<file path="config.mk">
export PLATFORM = sky130hd
export DESIGN_NAME = gpio_port_regs
export DESIGN_NICKNAME = d
export VERILOG_FILES = /design/src/rtl/gpio_pkg.sv /design/src/rtl/gpio_bus_fsm.sv /design/src/rtl/gpio_in_sync.sv /design/src/rtl/gpio_regfile.sv /design/src/rtl/gpio_port_regs.sv
export SDC_FILE = /design/constraint.sdc
export NUM_CORES = 1
export LEC_CHECK = 0
export ABC_AREA = 1
export BUFFER_PORTS_ARGS = -buffer_cell sky130_fd_sc_hd__buf_2
export CORE_ASPECT_RATIO = 1.1
export CORE_MARGIN = 4
export CORE_UTILIZATION = 40
export DETAILED_ROUTE_END_ITERATION = 8
export GPL_TIMING_DRIVEN = 0
export REMOVE_ABC_BUFFERS = 1
export SETUP_SLACK_MARGIN = 0.05
export SKIP_LAST_GASP = 1
export SLEW_MARGIN = 20
export SYNTH_ARGS = -nofsm -noshare
export SYNTH_HDL_FRONTEND = slang
export SYNTH_SLANG_ARGS = --single-unit
</file>
<file path="constraint.sdc">
create_clock -name clk -period 2.2 [get_ports clk]
set_clock_uncertainty 0.2 [all_clocks]
set_input_delay 0 -clock clk [delete_from_list [all_inputs] [get_ports clk]]
set_output_delay 0 -clock clk [all_outputs]
set_load 0.005 [all_outputs]
</file>
<file path="src/rtl/gpio_pkg.sv">
package gpio_pkg;

    typedef enum logic {
        ST_IDLE = 1'b0,
        ST_RESP = 1'b1
    } bus_state_e;

    // word indices (byte offset >> 2)
    localparam logic [3:0] WI_MODE  = 4'd0;
    localparam logic [3:0] WI_OTYPE = 4'd1;
    localparam logic [3:0] WI_SPEED = 4'd2;
    localparam logic [3:0] WI_PULL  = 4'd3;
    localparam logic [3:0] WI_IN    = 4'd4;
    localparam logic [3:0] WI_OUT   = 4'd5;
    localparam logic [3:0] WI_SETCL = 4'd6;
    localparam logic [3:0] WI_RSVD  = 4'd7;
    localparam logic [3:0] WI_AFLO  = 4'd8;
    localparam logic [3:0] WI_AFHI  = 4'd9;

    localparam logic [1:0] PMODE_IN  = 2'b00;
    localparam logic [1:0] PMODE_OUT = 2'b01;

endpackage

</file>
<file path="src/rtl/gpio_bus_fsm.sv">
module gpio_bus_fsm
    import gpio_pkg::*;
(
    input  logic clk,
    input  logic rst_n,
    input  logic sel,
    input  logic wr,
    output logic wr_stb,
    output logic rd_stb,
    output logic ready
);

    bus_state_e state_q, state_d;
    logic       accept;

    always_ff @(posedge clk or negedge rst_n) begin
        if (!rst_n) state_q <= ST_IDLE;
        else        state_q <= state_d;
    end

    always_comb begin
        state_d = state_q;
        accept  = 1'b0;
        ready   = 1'b0;
        unique case (state_q)
            ST_IDLE: begin
                if (sel) begin
                    accept  = 1'b1;
                    state_d = ST_RESP;
                end
            end
            ST_RESP: begin
                ready   = 1'b1;
                state_d = ST_IDLE;
            end
            default: state_d = ST_IDLE;
        endcase
    end

    assign wr_stb = accept & wr;
    assign rd_stb = accept & ~wr;

    AST_READY_SINGLE: assert property (@(posedge clk) disable iff (!rst_n)
        ready |=> !ready);
    AST_READY_AFTER_ACCEPT: assert property (@(posedge clk) disable iff (!rst_n)
        (!ready && sel) |=> ready);

endmodule

</file>
<file path="src/rtl/gpio_in_sync.sv">
module gpio_in_sync #(
    parameter int WIDTH  = 16,
    parameter int STAGES = 2
) (
    input  logic             clk,
    input  logic             rst_n,
    input  logic [WIDTH-1:0] raw,
    output logic [WIDTH-1:0] synced
);

    logic [WIDTH-1:0] stage_q [STAGES];

    for (genvar i = 0; i < STAGES; i++) begin : g_stage
        if (i == 0) begin : g_first
            always_ff @(posedge clk or negedge rst_n) begin
                if (!rst_n) stage_q[i] <= '0;
                else        stage_q[i] <= raw;
            end
        end else begin : g_next
            always_ff @(posedge clk or negedge rst_n) begin
                if (!rst_n) stage_q[i] <= '0;
                else        stage_q[i] <= stage_q[i-1];
            end
        end
    end

    assign synced = stage_q[STAGES-1];

endmodule

</file>
<file path="src/rtl/gpio_regfile.sv">
module gpio_regfile
    import gpio_pkg::*;
#(
    parameter int PINS   = 16,
    parameter int DATA_W = 32
) (
    input  logic                clk,
    input  logic                rst_n,
    input  logic                wr_stb,
    input  logic                rd_stb,
    input  logic [3:0]          word_idx,
    input  logic [DATA_W-1:0]   wdata,
    input  logic [PINS-1:0]     in_word,
    output logic [DATA_W-1:0]   rdata,
    output logic [PINS-1:0]     out_q,
    output logic [2*PINS-1:0]   mode_q,
    output logic [PINS-1:0]     otype_q,
    output logic [2*PINS-1:0]   speed_q,
    output logic [2*PINS-1:0]   pull_q,
    output logic [2*DATA_W-1:0] af_q
);

    localparam int CLR_LSB = DATA_W / 2;

    logic [DATA_W-1:0] af_lo_q, af_hi_q;
    logic [DATA_W-1:0] rd_val;
    logic [PINS-1:0]   set_bits, clr_bits;

    assign set_bits = wdata[PINS-1:0];
    assign clr_bits = wdata[CLR_LSB +: PINS];

    always_ff @(posedge clk or negedge rst_n) begin
        if (!rst_n) begin
            mode_q  <= '0;
            otype_q <= '0;
            speed_q <= '0;
            pull_q  <= '0;
            out_q   <= '0;
            af_lo_q <= '0;
            af_hi_q <= '0;
        end else if (wr_stb) begin
            unique case (word_idx)
                WI_MODE:  mode_q  <= wdata[2*PINS-1:0];
                WI_OTYPE: otype_q <= wdata[PINS-1:0];
                WI_SPEED: speed_q <= wdata[2*PINS-1:0];
                WI_PULL:  pull_q  <= wdata[2*PINS-1:0];
                WI_OUT:   out_q   <= wdata[PINS-1:0];
                WI_SETCL: out_q   <= (out_q & ~clr_bits) | set_bits;
                WI_AFLO:  af_lo_q <= wdata;
                WI_AFHI:  af_hi_q <= wdata;
                default:  ;
            endcase
        end
    end

    always_comb begin
        rd_val = '0;
        unique case (word_idx)
            WI_MODE:  rd_val = DATA_W'(mode_q);
            WI_OTYPE: rd_val = DATA_W'(otype_q);
            WI_SPEED: rd_val = DATA_W'(speed_q);
            WI_PULL:  rd_val = DATA_W'(pull_q);
            WI_IN:    rd_val = DATA_W'(in_word);
            WI_OUT:   rd_val = DATA_W'(out_q);
            WI_AFLO:  rd_val = af_lo_q;
            WI_AFHI:  rd_val = af_hi_q;
            default:  rd_val = '0;
        endcase
    end

    always_ff @(posedge clk or negedge rst_n) begin
        if (!rst_n)      rdata <= '0;
        else if (rd_stb) rdata <= rd_val;
    end

    assign af_q = {af_hi_q, af_lo_q};

    AST_SETCL_SET: assert property (@(posedge clk) disable iff (!rst_n)
        (wr_stb && word_idx == WI_SETCL) |=>
            ((out_q & $past(set_bits)) == $past(set_bits)));
    AST_SETCL_CLR: assert property (@(posedge clk) disable iff (!rst_n)
        (wr_stb && word_idx == WI_SETCL) |=>
            ((out_q & ($past(clr_bits) & ~$past(set_bits))) == '0));
    AST_SETCL_KEEP: assert property (@(posedge clk) disable iff (!rst_n)
        (wr_stb && word_idx == WI_SETCL) |=>
            (((out_q ^ $past(out_q)) & ~($past(set_bits) | $past(clr_bits))) == '0));
    AST_OUT_HOLD: assert property (@(posedge clk) disable iff (!rst_n)
        (!wr_stb || (word_idx != WI_OUT && word_idx != WI_SETCL)) |=> $stable(out_q));
    AST_CFG_HOLD_IN: assert property (@(posedge clk) disable iff (!rst_n)
        (wr_stb && word_idx >= WI_IN && word_idx != WI_OUT && word_idx != WI_SETCL
         && word_idx != WI_AFLO && word_idx != WI_AFHI) |=>
            ($stable(mode_q) && $stable(pull_q) && $stable(af_q)));

endmodule

</file>
<file path="src/rtl/gpio_port_regs.sv">
module gpio_port_regs
    import gpio_pkg::*;
#(
    parameter int PINS        = 16,
    parameter int DATA_W      = 32,
    parameter int ADDR_W      = 6,
    parameter int SYNC_STAGES = 2
) (
    input  logic                clk,
    input  logic                rst_n,
    input  logic                bus_sel,
    input  logic                bus_wr,
    input  logic [ADDR_W-1:0]   bus_addr,
    input  logic [DATA_W-1:0]   bus_wdata,
    output logic [DATA_W-1:0]   bus_rdata,
    output logic                bus_ready,
    input  logic [PINS-1:0]     pin_in,
    output logic [PINS-1:0]     pin_out,
    output logic [PINS-1:0]     pin_oe,
    output logic [2*PINS-1:0]   cfg_mode,
    output logic [PINS-1:0]     cfg_otype,
    output logic [2*PINS-1:0]   cfg_speed,
    output logic [2*PINS-1:0]   cfg_pull,
    output logic [2*DATA_W-1:0] cfg_af
);

    logic            wr_stb, rd_stb;
    logic [3:0]      word_idx;
    logic [PINS-1:0] in_word;

    assign word_idx = bus_addr[5:2];

    gpio_bus_fsm u_fsm (
        .clk    (clk),
        .rst_n  (rst_n),
        .sel    (bus_sel),
        .wr     (bus_wr),
        .wr_stb (wr_stb),
        .rd_stb (rd_stb),
        .ready  (bus_ready)
    );

    gpio_in_sync #(.WIDTH(PINS), .STAGES(SYNC_STAGES)) u_sync (
        .clk    (clk),
        .rst_n  (rst_n),
        .raw    (pin_in),
        .synced (in_word)
    );

    gpio_regfile #(.PINS(PINS), .DATA_W(DATA_W)) u_regs (
        .clk      (clk),
        .rst_n    (rst_n),
        .wr_stb   (wr_stb),
        .rd_stb   (rd_stb),
        .word_idx (word_idx),
        .wdata    (bus_wdata),
        .in_word  (in_word),
        .rdata    (bus_rdata),
        .out_q    (pin_out),
        .mode_q   (cfg_mode),
        .otype_q  (cfg_otype),
        .speed_q  (cfg_speed),
        .pull_q   (cfg_pull),
        .af_q     (cfg_af)
    );

    for (genvar p = 0; p < PINS; p++) begin : g_oe
        assign pin_oe[p] = (cfg_mode[2*p +: 2] == PMODE_OUT);
    end

    AST_RESET_QUIET: assert property (@(posedge clk) disable iff (!rst_n)
        $rose(rst_n) |-> (pin_out == '0 && cfg_mode == '0));
    AST_OE_FOLLOWS_MODE: assert property (@(posedge clk) disable iff (!rst_n)
        (cfg_mode == '0) |-> (pin_oe == '0));

endmodule

</file>
# Word-level counts from Yosys, hierarchy flattened
# Cells that the tools add are included.
op_classes:
  shift: 0
  div: 0
  bitwise_logic: 7
  n_addsub: 0
  n_mul: 0
  eq_ne: 24
  n_mux: 6
  n_lt_le_gt_ge: 0
  reduce_logical: 9
op_table:
  columns: ["cell", "n"]
  rows:
  - ["one-hot mux 32 bit (8 select lines)", 1]
  - ["equality test 2 x 1 -> 1 bit, second input constant", 16]
  - ["one-hot mux 16 bit (2 select lines)", 1]
  - ["AND 16 bit", 1]
  - ["NOT 16 bit", 1]
  - ["OR 16 bit", 1]
  - ["AND reduction 2 bit", 7]
  - ["equality test 4 x 3 -> 1 bit, second input constant", 3]
  - ["equality test 4 x 2 -> 1 bit, second input constant", 2]
  - ["equality test 4 bit, second input constant", 2]
  - ["equality test 4 x 1 -> 1 bit, second input constant", 1]
  - ["logical NOT 4 bit", 1]
  - ["2-to-1 mux 1 bit", 3]
  - ["AND 1 bit", 2]
  - ["NOT 1 bit", 2]
  - ["one-hot mux 1 bit (2 select lines)", 1]
  - ["nonzero test 2 bit", 1]
totals:
  output_inout_bits: 241
  latchBits: 0
  ramBits: 0
  romBits: 0
  regBits: 257
  mem_count: 0
  word_cells: 57
  inputBits: 58

# Depth between registers and ports, before layout
depth:
  word_depth: 4
  depth_mapped: 10
  mapped_depth_nobuf: 8

# By module
# From an unflattened synthesis, not the netlist that was laid out.
hier_totals:
  cells_unflattened: 1332
  area_unflattened_um2: 11369.7
modules_own_cells:
  columns: ["mod", "cells_per_inst", "area_per_inst_um2", "n_inst", "seq_area_each_um2"]
  rows:
  - ["gpio_regfile", 1245, 10238.6, 1, 5605.4]
  - ["gpio_in_sync", 48, 920.9, 1, 800.8]
  - ["gpio_port_regs", 32, 160.2, 1, 0.0]
  - ["gpio_bus_fsm", 7, 50.0, 1, 25.0]

# Worst setup path before layout
# Ideal clock, no wire load.
synth_path:
  path_kind: "register to register"
  from: "register u_fsm.state_q"
  to: "register u_regs.speed_q[23]"
  t_arrival_ps: 1248
  setup_ps: 130
  synth_period_minus_slack_ps: 1578
  stages_incl_launch_ff: 8
  path_slack_ps: 622
  path_buffers: 1
  t_required_ps: 1870
  cell_sequence: "dfrtp_1 > nor2_2 > nand2_1 > inv_2 > nand3_2 > buf_2 > nand2_1 > o21ai_0"
synth_between:
  elab_chain_cells: 3
synth_rtl:
  columns: ["item", "line_no", "rtl"]
  rows:
  - ["start: declaration", "gpio_bus_fsm.sv:13", "bus_state_e state_q, state_d;"]
  - ["start signal: assignment", "gpio_bus_fsm.sv:18", "else state_q <= state_d;"]
  - ["2-to-1 mux 1 bit", "gpio_bus_fsm.sv:25", "unique case (state_q)"]
  - ["net u_fsm.accept", "gpio_bus_fsm.sv:14", "logic accept;"]
  - ["AND 1 bit", "gpio_bus_fsm.sv:40", "assign wr_stb = accept & wr;"]
  - ["AND reduction 2 bit (no source line)", null, null]
  - ["end signal: assignment", "gpio_regfile.sv:45", "WI_SPEED: speed_q <= wdata[2*PINS-1:0];"]
  - ["end: declaration", "gpio_regfile.sv:18", "output logic [2*PINS-1:0] speed_q,"]
# The timed path passes the listed nets, and every way through them passes these cells.
# A chain may end at the register's enable or synchronous reset.

# Final worst setup path
layout_path:
  from: "register u_fsm.state_q"
  to: "register u_regs.rdata[27]"
layout_between:
  elab_chain_cells: 2
layout_rtl:
  columns: ["item", "line_no", "rtl"]
  rows:
  - ["2-to-1 mux 1 bit", "gpio_bus_fsm.sv:25", null]
  - ["net u_fsm.accept", "gpio_bus_fsm.sv:14", null]
  - ["AND 1 bit", "gpio_bus_fsm.sv:41", "assign rd_stb = accept & ~wr;"]
  - ["end signal: assignment", "gpio_regfile.sv:73", "else if (rd_stb) rdata <= rd_val;"]
  - ["end: declaration", "gpio_regfile.sv:14", "output logic [DATA_W-1:0] rdata,"]
# The timed path passes the listed nets, and every way through them passes these cells.

==> impl_metrics.toml <==
[cts]
ctsLongestPathBuffers = 3
cts_sinks = 257
path_clk_slew_ns = 0.06
clockRootBuffer = "clkbuf_16"
cts_inserted_buffers = 28
cts_tree = "done"
h-tree-depth = 1
clock_latency_ns = 0.54

[power_and_ir_drop]
total_power_mw = 13.38
pwr-share-seq_pct = 45.9
ir_worst_vdd_uv = 585.0
p_comb_share_pct = 18.9
internal_power_mw = 9.414
p_leak_nw = 8.037
powerDensity_mw_per_mm2 = 883.4
swShare_pct = 29.63
p_clk_share_pct = 35.2
switching_power_mw = 3.963

[place]
gp_congestion = 0.8047
dp_hpwl_mm = 24.70
portBuffers = 296
dp_cells = 1909
place_ws_ns = -0.7236

[sta]
fin_crit_ns = 2.036
hold_ws_ns = -0.004652
fmax_mhz = 491.2
relSlewSlack_pct = 29.15
layout_setup_ws_ns = 0.1642
rsz0062_at_grt = "no"
worst_pin_slew_ns = 1.062
timing.final.max_slew_violations = 0
hold_viol_final = 1
period_share_pct = 92.54
setup_violations = 0

[layout]
final_util_pct = 55.85
final_cells = 2055
num_antenna_cells = 0
area_growth_pct = 36.65
drive_gt1_share_pct = 24.03
nNetsFinal = 1736

[yosys]
avgSynthCellArea_um2 = 8.421
ys_types = 20
ys_top_cells_by_count = "nand2_1, dfrtp_1, nand3_1, o21ai_0, inv_1"
yosysWarningCount = 0
synthArstFlopShare_pct = 100.0
syn_inst = 1316
yosys-top-cells-area = "dfrtp_1, nand2_1, nand3_1"
synth_top_area_share_pct = 58.03
ys_ff_latch = 257
netlist_area_mm2 = 0.01108
yosysSeqAreaShare_pct = 58.03
synth_top_flop_cell = "dfrtp_1"
synth_top_area_cell = "dfrtp_1"
yosysMostFrequentCell = "nand2_1"
synth_edf_count = 0

[critical_path]
path_buf_inv = 3
cpMaxStageDelayCell = "dfrtp_1"
crit_family = "buffers and inverters"
required_ns = 2.48
crit_fanout = 20
worstPathArrival_ns = 2.31
cp_cell_sequence = "nor2_2, nand2_4, buf_16, clkinv_2, buf_12, o21ai_0, nand2_1"
startpoint_type = "flop"
cpPeakStageDelay_ns = 0.39
crit_path_end_kind = "flop"
critPathKind = "reg -> reg"

[global_routing]
grt_max_degree = 88
overflow = 0
grt_usage_pct = 25.71
met2_usage_pct = 42.15
top_usage_layer = "met2"
grt_first_pass_wirelength_mm = 61.89
grt_use_met3_pct = 3.834
use_met1_pct = 35.80
antenna_found_initial = 0
grt_pass1_vias = 10212

[detailed_routing]
ant_nets = 0
drtIter0Drc = 879
via_per_inst = 5.201
num_vias = 10689
drcViolationCount = 0
dr.pass1.iters = 8
wire_per_inst_um = 19.78
routed_wl_mm = 40.65

[die]
rows = 63
core-area_mm2 = 0.02712
die_w_um = 166.7
die_h_um = 182.6
die_area_mm2 = 0.03043
ioPinCount = 299
initial_core_util_pct = 40.87

[flow_run]
drv_cap = 0

[run_status]
violations = "hold timing"
status = "finished, violations left"

[hold_path]
worst_hold_path_type = "in -> reg"
[through the flow]
step | cell area, um2 | TNS (ns) | hold slack (ns)
after floorplan | 10710 | -117.99 | -0.4956
after global placement | 12640 | -1494.87 | -0.09095
after detailed placement | 13230 | -21.79 | -0.3711
after CTS | 14990 | -0.2898 | 0.004993
after global routing | 15140 | 0 | 0.02690
final | 15140 | 0 | -0.004652
[power by group through the flow]
stage	logic (mW)	registers, mW	clock network [mW]
floorplan	0.864	6.16	0
global placement	2.26	6.19	0
detailed placement	2.41	6.20	0
CTS	2.54	6.13	4.79
global route	2.83	6.25	4.98
finish	2.53	6.14	4.70
[worst paths after layout]
path	start	endpoint	slack, ns	cells past startpoint
max in group asynchronous	rst_n	u_regs.rdata[28]	0.54	5
worst min-delay path	bus_addr[5]	u_regs.rdata[10]	-0.005	8
worst max register to register	u_fsm.state_q	u_regs.rdata[27]	0.16	7
worst max-delay path	u_fsm.state_q	u_regs.rdata[27]	0.16	7
worst min register to register	u_sync.stage_q[17]	u_sync.synced[1]	0.15	0
min in group asynchronous	rst_n	u_regs.pull_q[13]	0.21	3
[state kept, by name (all words and copies together) (netlist names), 32 cells and up]
name            count
u_regs.af_lo_q     32
u_regs.speed_q     32
u_regs.af_hi_q     32
u_regs.mode_q      32
u_regs.rdata       32
u_regs.pull_q      32
[placed cells by master (no fill, tap or decap), types with 2 or more instances in the layout]
master / Yosys / final
clkbuf_8: 0 / 8
nand3_2: 3 / 2
nor2_1: 66 / 64
nand3_1: 192 / 192
nand2_2: 3 / 3
inv_1: 68 / 67
buf_12: 0 / 7
a21oi_1: 16 / 16
nand3_4: 0 / 4
nand2_8: 0 / 2
buf_2: 44 / 295
o21ai_1: 61 / 61
clkinv_2: 0 / 9
dfrtp_1: 257 / 257
nand2_1: 407 / 405
clkbuf_16: 0 / 29
clkbuf_1: 24 / 3
dlygate4sd3_1: 0 / 77
o21ai_0: 147 / 147
buf_16: 0 / 15
buf_4: 3 / 11
nor2_2: 2 / 4
nor2_4: 6 / 9
inv_2: 4 / 3
[routing by layer]
| layer | up-vias | wire length, um |
|---|---|---|
| met5 | - | 0 |
| met4 | 0 | 1267 |
| met3 | 83 | 2808 |
| met2 | 469 | 19310 |
| met1 | 5110 | 17260 |
| li1 | 5027 | - |
[repair_timing]
item                                   4_1_cts  5_1_grt
hold buffers                                78        1
setup endpoints to repair                  111      134
cloned                                       3        3
buffers inserted                             1       11
pin swaps                                    5        5
gates resized for setup                      3        7
endpoints found under the hold margin      486        2
[worst reg2reg max path, delay by kind of cell, from the launching register on]
kind | cells | cell delay [ns]
and+or+nand+nor | 3 | 0.55
DFF | 1 | 0.39
buffers and inverters | 3 | 0.72
AOI/OAI and AO/OA | 1 | 0.13
[cells by family after synthesis]
family                 synth area share [%]
buffers and inverters                 5.815
AOI/OAI and AO/OA                     10.20
and+or+nand+nor                       25.96
DFF                                   58.03
[final cells by class]
class	count	area, um2
Timing Repair Buffer	407	2910
Fill cell	2543	11970
Inverter	73	281.5
Clock buffer	40	847.1
Multi-Input combinational cell	911	4145
Tap cell	357	446.7
Clock inverter	10	81.33
Sequential cell	257	6431
No activity file was read; power rests on OpenSTA's default activity.
